## config.mk

```make
export PLATFORM = sky130hd
export DESIGN_NAME = rw_arbiter
export DESIGN_NICKNAME = d
export VERILOG_FILES = /design/src/rtl/rw_arbiter.sv
export SDC_FILE = /design/constraint.sdc
export NUM_CORES = 1
export LEC_CHECK = 0
export BUFFER_PORTS_ARGS = -buffer_cell sky130_fd_sc_hd__buf_2
export CAP_MARGIN = 15
export CORE_UTILIZATION = 50
export CTS_CLUSTER_DIAMETER = 100
export DETAILED_ROUTE_END_ITERATION = 10
export PLACE_DENSITY = 0.69
export SLEW_MARGIN = 25
export SYNTH_ARGS = -nofsm -noshare
export SYNTH_HDL_FRONTEND = slang
export SYNTH_SLANG_ARGS = --single-unit
export TNS_END_PERCENT = 1
```

## constraint.sdc

```tcl
create_clock -name clk -period 6 [get_ports clk]
set_clock_uncertainty 0.15 [all_clocks]
set_input_delay 0.3 -clock clk [delete_from_list [all_inputs] [get_ports clk]]
set_output_delay 0.3 -clock clk [all_outputs]
set_load 0.05 [all_outputs]
```

## src/rtl/rw_arbiter.sv

```systemverilog
module rw_arbiter #(
  parameter int AW    = 8,
  parameter int DW    = 16,
  parameter int DEPTH = 32,
  localparam int PW   = $clog2(DEPTH),
  localparam int CW   = PW + 1,
  localparam int EW   = AW + DW
) (
  input  logic          clk,
  input  logic          rst_n,
  input  logic          soft_rst,
  input  logic          enable,
  input  logic [1:0]    mode,
  input  logic [PW-1:0] watermark,
  input  logic          rd_valid,
  output logic          rd_ready,
  input  logic [AW-1:0] rd_addr,
  input  logic          wr_valid,
  output logic          wr_ready,
  input  logic [AW-1:0] wr_addr,
  input  logic [DW-1:0] wr_data,
  output logic          out_valid,
  input  logic          out_ready,
  output logic          out_is_wr,
  output logic [AW-1:0] out_addr,
  output logic [DW-1:0] out_data,
  input  logic          dn_rsp_valid,
  input  logic          dn_rsp_wr,
  input  logic [DW-1:0] dn_rsp_data,
  output logic          up_rsp_valid,
  output logic          up_rsp_wr,
  output logic [DW-1:0] up_rsp_data,
  output logic          busy
);
  localparam logic [1:0] READ_FIRST  = 2'b10;
  localparam logic [1:0] WRITE_FIRST = 2'b01;

  logic [EW-1:0] mem [DEPTH];
  logic [PW-1:0] wp, rp;
  logic [CW-1:0] cnt;
  logic          last_wr;
  logic          pick_wr;

  wire q_ne      = cnt != '0;
  wire q_full    = (cnt >= CW'(watermark)) || (cnt == CW'(DEPTH));
  wire push      = enable && wr_valid && !q_full;
  wire rd_req    = enable && rd_valid;
  wire slot_free = !out_valid || out_ready;
  wire grant     = slot_free && (rd_req || q_ne);
  wire take_wr   = grant && pick_wr;
  wire take_rd   = grant && !pick_wr;
  wire [EW-1:0] head = mem[rp];

  always_comb begin
    case (mode)
      READ_FIRST:  pick_wr = !rd_req;
      WRITE_FIRST: pick_wr = q_ne;
      default:     pick_wr = q_ne && (!rd_req || !last_wr);
    endcase
  end

  assign wr_ready = enable ? !q_full : 1'b1;
  assign rd_ready = enable ? take_rd : 1'b1;
  assign busy     = out_valid || q_ne;

  assign up_rsp_valid = dn_rsp_valid && enable;
  assign up_rsp_wr    = dn_rsp_wr;
  assign up_rsp_data  = dn_rsp_data;

  always_ff @(posedge clk) begin
    if (push) mem[wp] <= {wr_addr, wr_data};
  end

  always_ff @(posedge clk or negedge rst_n) begin
    if (!rst_n) begin
      wp  <= '0;
      rp  <= '0;
      cnt <= '0;
    end else if (soft_rst) begin
      wp  <= '0;
      rp  <= '0;
      cnt <= '0;
    end else begin
      if (push) wp <= (wp == PW'(DEPTH - 1)) ? '0 : wp + 1'b1;
      if (take_wr) rp <= (rp == PW'(DEPTH - 1)) ? '0 : rp + 1'b1;
      cnt <= cnt + CW'(push) - CW'(take_wr);
    end
  end

  always_ff @(posedge clk or negedge rst_n) begin
    if (!rst_n) begin
      out_valid <= 1'b0;
      out_is_wr <= 1'b0;
      out_addr  <= '0;
      out_data  <= '0;
      last_wr   <= 1'b1;
    end else if (soft_rst) begin
      out_valid <= 1'b0;
      out_is_wr <= 1'b0;
      out_addr  <= '0;
      out_data  <= '0;
      last_wr   <= 1'b1;
    end else if (grant) begin
      out_valid <= 1'b1;
      out_is_wr <= pick_wr;
      out_addr  <= take_wr ? head[EW-1:DW] : rd_addr;
      out_data  <= take_wr ? head[DW-1:0] : '0;
      last_wr   <= pick_wr;
    end else if (out_ready) begin
      out_valid <= 1'b0;
    end
  end
endmodule

```

-- After elaboration in Yosys (flattened, before gate mapping)
Memories as Yosys holds them, arrays and structs flattened.
Index checks and enable logic that the tools add are counted.
- register bits: 43
- memory bits (writable): 768
- bits of input ports: 64
- output and inout port bits: 47
- logic and storage cells: 66
- memories: 1
- add/subtract/negate cells: 4
- order comparisons: 1
- eq/ne operators: 5
- multiplexer cells: 24
- reductions and logical operators: 23
- memories (name ; depth ; bits a word ; rd ports ; clocked after Yosys merged registers in ; write ports ; line ; text):
    mem ; 32 ; 24 ; 1 ; 0 ; 1 ; 38 ; logic [EW-1:0] mem [DEPTH];
- operators by type and width (operator ; number):
    16-bit two-way mux ; 3
    5-bit two-way mux ; 6
    8-bit two-way mux ; 3
    5-bit by 1-bit adder with 5-bit output, second input constant ; 2
    5-bit equality test, second input constant ; 2
    1-bit two-way mux ; 10
    1-bit logical AND ; 8
    6-bit by 1-bit adder with 6-bit output ; 1
    6-bit equality test, second input constant ; 1
    6-bit by 5-bit >= comparator with 1-bit output ; 1
    6-bit two-way mux ; 1
    2-bit nonzero test ; 3
    6-bit nonzero test ; 1
    6-bit by 1-bit subtractor with 6-bit output ; 1
    1-bit logical NOT ; 5
    1-bit logical OR ; 5
    3-bit nonzero test ; 1
    2-bit by 1-bit equality test with 1-bit output, second input constant ; 1
    2-bit equality test, second input constant ; 1
    1-bit one-hot mux with 2 select lines ; 1

-- Depth between registers and ports, before layout
- word-level depth: 9
- depth in mapped cells: 16
- mapped depth without buffers: 16

-- Least setup slack after synthesis
No wires, ideal clock.
- path kind: input-to-reg
- start point: in mode[0]
- end point: reg cnt[4]
- arrival time: 2820 ps
- required time: 5718 ps
- path slack: 2898 ps
- stages: 16
- buffers on the path: 1
- cells stage by stage: inv_1 -> ha_1 -> or2_2 -> o21ai_0 -> or3_4 -> buf_2 -> inv_1 -> ha_1 -> inv_1 -> ha_1 -> fa_1 -> a21oi_1 -> nor2_1 -> nor2_1 -> xor2_1 -> nor2_1
- longest elaborated chain between the ends: 5
- RTL lines (what ; line ; text):
    from (decl) ; 13 ; input logic [1:0] mode,
    2-bit by 1-bit equality test with 1-bit output / 2-bit equality test (equally long branches) ; 55 ; case (mode)
    1-bit one-hot mux with 2 select lines (*) ; 55 ;
    1-bit logical AND (*) ; 50 ; wire take_wr = grant && pick_wr;
    6-bit by 1-bit subtractor with 6-bit output (*) ; 86 ; cnt <= cnt + CW'(push) - CW'(take_wr);
    6-bit two-way mux (*) ; 79 ; end else if (soft_rst) begin
    to (signal assigned) ; 86 ;
    to (decl) ; 40 ; logic [CW-1:0] cnt;
Every way passes the cells marked *; elsewhere a longest branch is shown, timed or not.
A chain may end at the register's enable or synchronous reset.

-- Worst setup path in the final report
- start point: reg cnt[0]
- end point: reg cnt[4]
- longest elaborated chain between the ends: 7
- RTL lines (what ; line ; text):
    6-bit by 5-bit >= comparator with 1-bit output / 6-bit equality test (equally long branches) ; 45 ; wire q_full = (cnt >= CW'(watermark)) || (cnt == CW'(DEPTH));
    1-bit logical OR ; 45 ;
    1-bit logical NOT ; 46 ; wire push = enable && wr_valid && !q_full;
    1-bit logical AND ; 46 ;
    6-bit by 1-bit adder with 6-bit output ; 86 ;
    6-bit by 1-bit subtractor with 6-bit output (*) ; 86 ;
    6-bit two-way mux (*) ; 79 ;
Marks and branches as above.

==> run_results.csv <==
group,metric,value,unit
sta,layout_setup_ws,2.21,ns
min_path,hold_class,"input pin to flip-flop",
synth,synthMuxAreaShare,15.5,%
critical_path,worstSetupEndpoint,"cnt[4]$_DFF_PN0_",
placement,gp_congestion,0.777,
final_layout,area.growth.synth_to_final,12.3,%
routing,wire_per_inst,28.1,um
routing,post-route-drc-count,0,
clocking,root_buffer,"clkbuf_16",
critical_path,startpoint,"cnt[0]$_DFF_PN0_",
clocking,clock_path_buffers,3,
pwr,p_leak,0.0115,uW
critical_path,crit_buf_inv,3,
critical_path,cp.arrival,4.11,ns
flow_run,drv_cap,0,
synth,syn_inst,1480,
sta,post-route-period-util,63.2,%
synth,synth_fp_nets,1568,
synth,synth_edf_count,768,
synth,synthFlopType,"edfxtp_1",
critical_path,crit_slowest_cell,"o211a_2",
synth,yosys.area_share.adder,0.970,%
sta,setup_viol,0,
critical_path,worst_path_dominant_cell_family,"adder cells",
final_layout,instances_no_fill,2496,
synth,ys_types,53,
clocking,clock_latency,0.62,ns
placement,dp_slack,2.26,ns
critical_path,reg2reg_to,"cnt[4]$_DFF_PN0_",
clocking,cts_buffers,78,
placement,placed_cells,2341,
critical_path,crit_chain,"inv_1 -> ha_1 -> nand2b_1 -> a21o_1 -> a21oi_1 -> o211a_2 -> inv_2 -> ha_1 -> inv_1 -> ha_1 -> fa_1 -> a21oi_1 -> nor2_1 -> nor2_1 -> xor2_1 -> nor2_1",
floorplanning,start_util,51.0,%
min_path,min_from,"wr_data[10]",
routing,drt_wl_total,70300,um
floorplanning,die_w,254,um
synth,yosys.area_share.simple,3.07,%
critical_path,slowest_delay,0.58,ns
global_route,grt_pass1_wl,103000,um
final_layout,final_cell_mix,"768 x edfxtp_1, 208 x mux4_2, 82 x clkbuf_16, 76 x buf_2, 43 x nand2_1",
placement,hpwl,38400,um
critical_path,critPathKind,"flip-flop to flip-flop",
clocking,cts_tree,"built",
critical_path,critical_path_required,6.32,ns
clocking,clk_pin_slew,0.06,ns
sta,max_slew_margin,25.0,%
synth,synth-xor-area-share,0.110,%
synth,syn-cell-area,31700,sq um
global_route,overflow,0,
global_route,first_global_vias,15600,
clocking,clock_sinks,811,
sta,fin_crit,3.79,ns
floorplanning,dieArea,64400,sq um
critical_path,end_kind,"flip-flop",
sta,hold_viol,0,
synth,syn_avg_cell_area,21.4,sq um
synth,synth_top_family_by_area,"multiplexers",
pwr,ir_worst_vdd,0.000253,V
critical_path,cp.depth,16,
placement,numPortBuffers,76,
critical_path,cp-start-kind,"flip-flop",
floorplanning,coreArea,62200,sq um
sta,worst_pin_slew,1.12,ns
critical_path,r2r-start,"cnt[0]$_DFF_PN0_",
clocking,htree_levels,3,
critical_path,r2r.worst_path.cells,16,
synth,seq_area_frac_synth,76.1,%
critical_path,rrSetupSlack,2.21,ns
floorplanning,die_h,254,um
floorplanning,row_count,91,
sta,final.setup.tns,0,ns
sta,max_freq,264,MHz
synth,synth-seq-cells,811,
routing,drt_iter0_drc,1419,
pwr,p_per_area,372,nW/um^2
global_route,antenna_found_initial,1,
global_route,track_usage,22.4,%
synth,ys_warn_count,0,
final_layout,drive_above_1_share,27.7,%
sta,slew_viol_final,0,
sta,rsz0062_at_grt,"no",
routing,drt-pass1-iter-count,5,
global_route,grt_max_degree,99,
floorplanning,ios,111,
final_layout,layout_commonest_cell,"edfxtp_1",
critical_path,cp_max_fo,36,
routing,num_vias,15300,
final_layout,antenna_cells,0,
clocking,post_cts_buffers,0,
routing,ant_nets,0,
final_layout,nNetsFinal,1685,
synth,postSynth.asyncResetShare,5.30,%
routing,via_per_inst,6.13,
outcome,outcome,"finished, final reports clean",
synth,synth_compound_area_share,2.22,%
-- worst min-delay path by stage --
| stage | to | slack, ns | cells past startpoint |
|---|---|---|---|
| 5_1_grt | mem[18][10]$_DFFE_PP_ | 0.02 | 1 |
| 3_3_place_gp | out_data[8]$_DFFE_PN0P_ | 0.31 | 2 |
| 2_1_floorplan | cnt[0]$_DFF_PN0_ | -0.15 | 0 |
| 6_report | mem[18][10]$_DFFE_PP_ | 0.03 | 1 |
| 3_5_place_dp | out_data[8]$_DFFE_PN0P_ | 0.32 | 2 |
| 4_1_cts | mem[6][12]$_DFFE_PP_ | 0.0003 | 1 |
-- power by group --
| part | switching [uW] | total (uW) | internal [uW] |
|---|---|---|---|
| Combinational | 1110 | 1970 | 862 |
| Clock | 2040 | 4830 | 2780 |
| Sequential | 134 | 6440 | 6310 |
| Total | 3290 | 13200 | 9950 |
-- through the flow --
step / utilization (%) / hold WS [ns] / total power, uW / cell area, sq um
after floorplan: - / -0.146 / 8080 / 31700
after CTS: 57.3 / 0.000307 / 13300 / 35600
after global placement: 53.0 / 0.310 / 8520 / 33000
final: 57.3 / 0.0305 / 13200 / 35600
after detailed placement: 53.0 / 0.320 / 8540 / 33000
after global routing: 57.3 / 0.0242 / 13700 / 35600
-- repair_timing --
action	CTS	global route
gates resized for setup	0	0
hold buffers	13	0
endpoints found under the hold margin	81	0
-- worst reg2reg max path, stage by stage, from the launching register on --
cell	delay (ns)
dfrtp_1	0.39
inv_1	0.06
ha_1	0.26
nand2b_1	0.14
a21o_1	0.17
a21oi_1	0.20
o211a_2	0.58
inv_2	0.18
ha_1	0.32
inv_1	0.04
ha_1	0.20
fa_1	0.44
a21oi_1	0.15
nor2_1	0.05
nor2_1	0.13
xor2_1	0.15
nor2_1	0.05
-- layer usage --
layer / part of all wire, % / global-route usage, % / up-vias
li1: - / - / 6399
met1: 40 / 30.6 / 8177
met2: 49 / 36.2 / 617
met3: 7.8 / 4.89 / 107
met4: 2.9 / 7.42 / 0
met5: 0 / 0 / -
-- logic make-up after synthesis --
kind of cell | count (synthesis)
flops | 811
mux | 231
simple gates | 183
buf+inv | 116
compound gates | 111
fa+ha+maj | 24
xor+xnor | 4
-- cell usage after synthesis, types with 3 or more instances --
cell | instances | area (sq um)
xnor2_1 | 3 | 26.3
buf_2 | 26 | 130
nor2_1 | 39 | 146
nand3b_1 | 4 | 30.0
mux2i_1 | 23 | 230
nand2_1 | 43 | 161
nand2b_1 | 3 | 18.8
o22ai_1 | 32 | 200
clkbuf_1 | 29 | 109
nor4_1 | 16 | 100
mux4_2 | 208 | 4680
ha_1 | 23 | 288
a31oi_1 | 3 | 18.8
a21oi_1 | 29 | 145
or4_1 | 3 | 22.5
inv_1 | 19 | 71.3
nor3b_1 | 3 | 22.5
nand3_1 | 4 | 20.0
o31ai_1 | 3 | 22.5
dfrtp_1 | 42 | 1050
buf_1 | 5 | 18.8
edfxtp_1 | 768 | 23100
buf_4 | 28 | 210
nor2b_1 | 17 | 106
o21ai_0 | 8 | 40.0
a22oi_1 | 14 | 105
and3_1 | 36 | 225
a211oi_1 | 14 | 105
-- flip-flops by register name, indices dropped and copies added (netlist names) --
name,count
mem,768
wp,5
last_wr,1
rp,5
cnt,6
out_valid,1
out_data,16
out_is_wr,1
out_addr,8
-- final cells by class --
cell class | instances | area, sq um
clock inverter | 40 | 354
timing repair buffer | 133 | 878
sequential | 811 | 24200
multi-input combinational | 553 | 6950
inverter | 20 | 75.1
fill | 4568 | 26500
clock buffer | 102 | 2180
tap | 837 | 1050
Note: power is estimated with default switching activity, not from simulation.
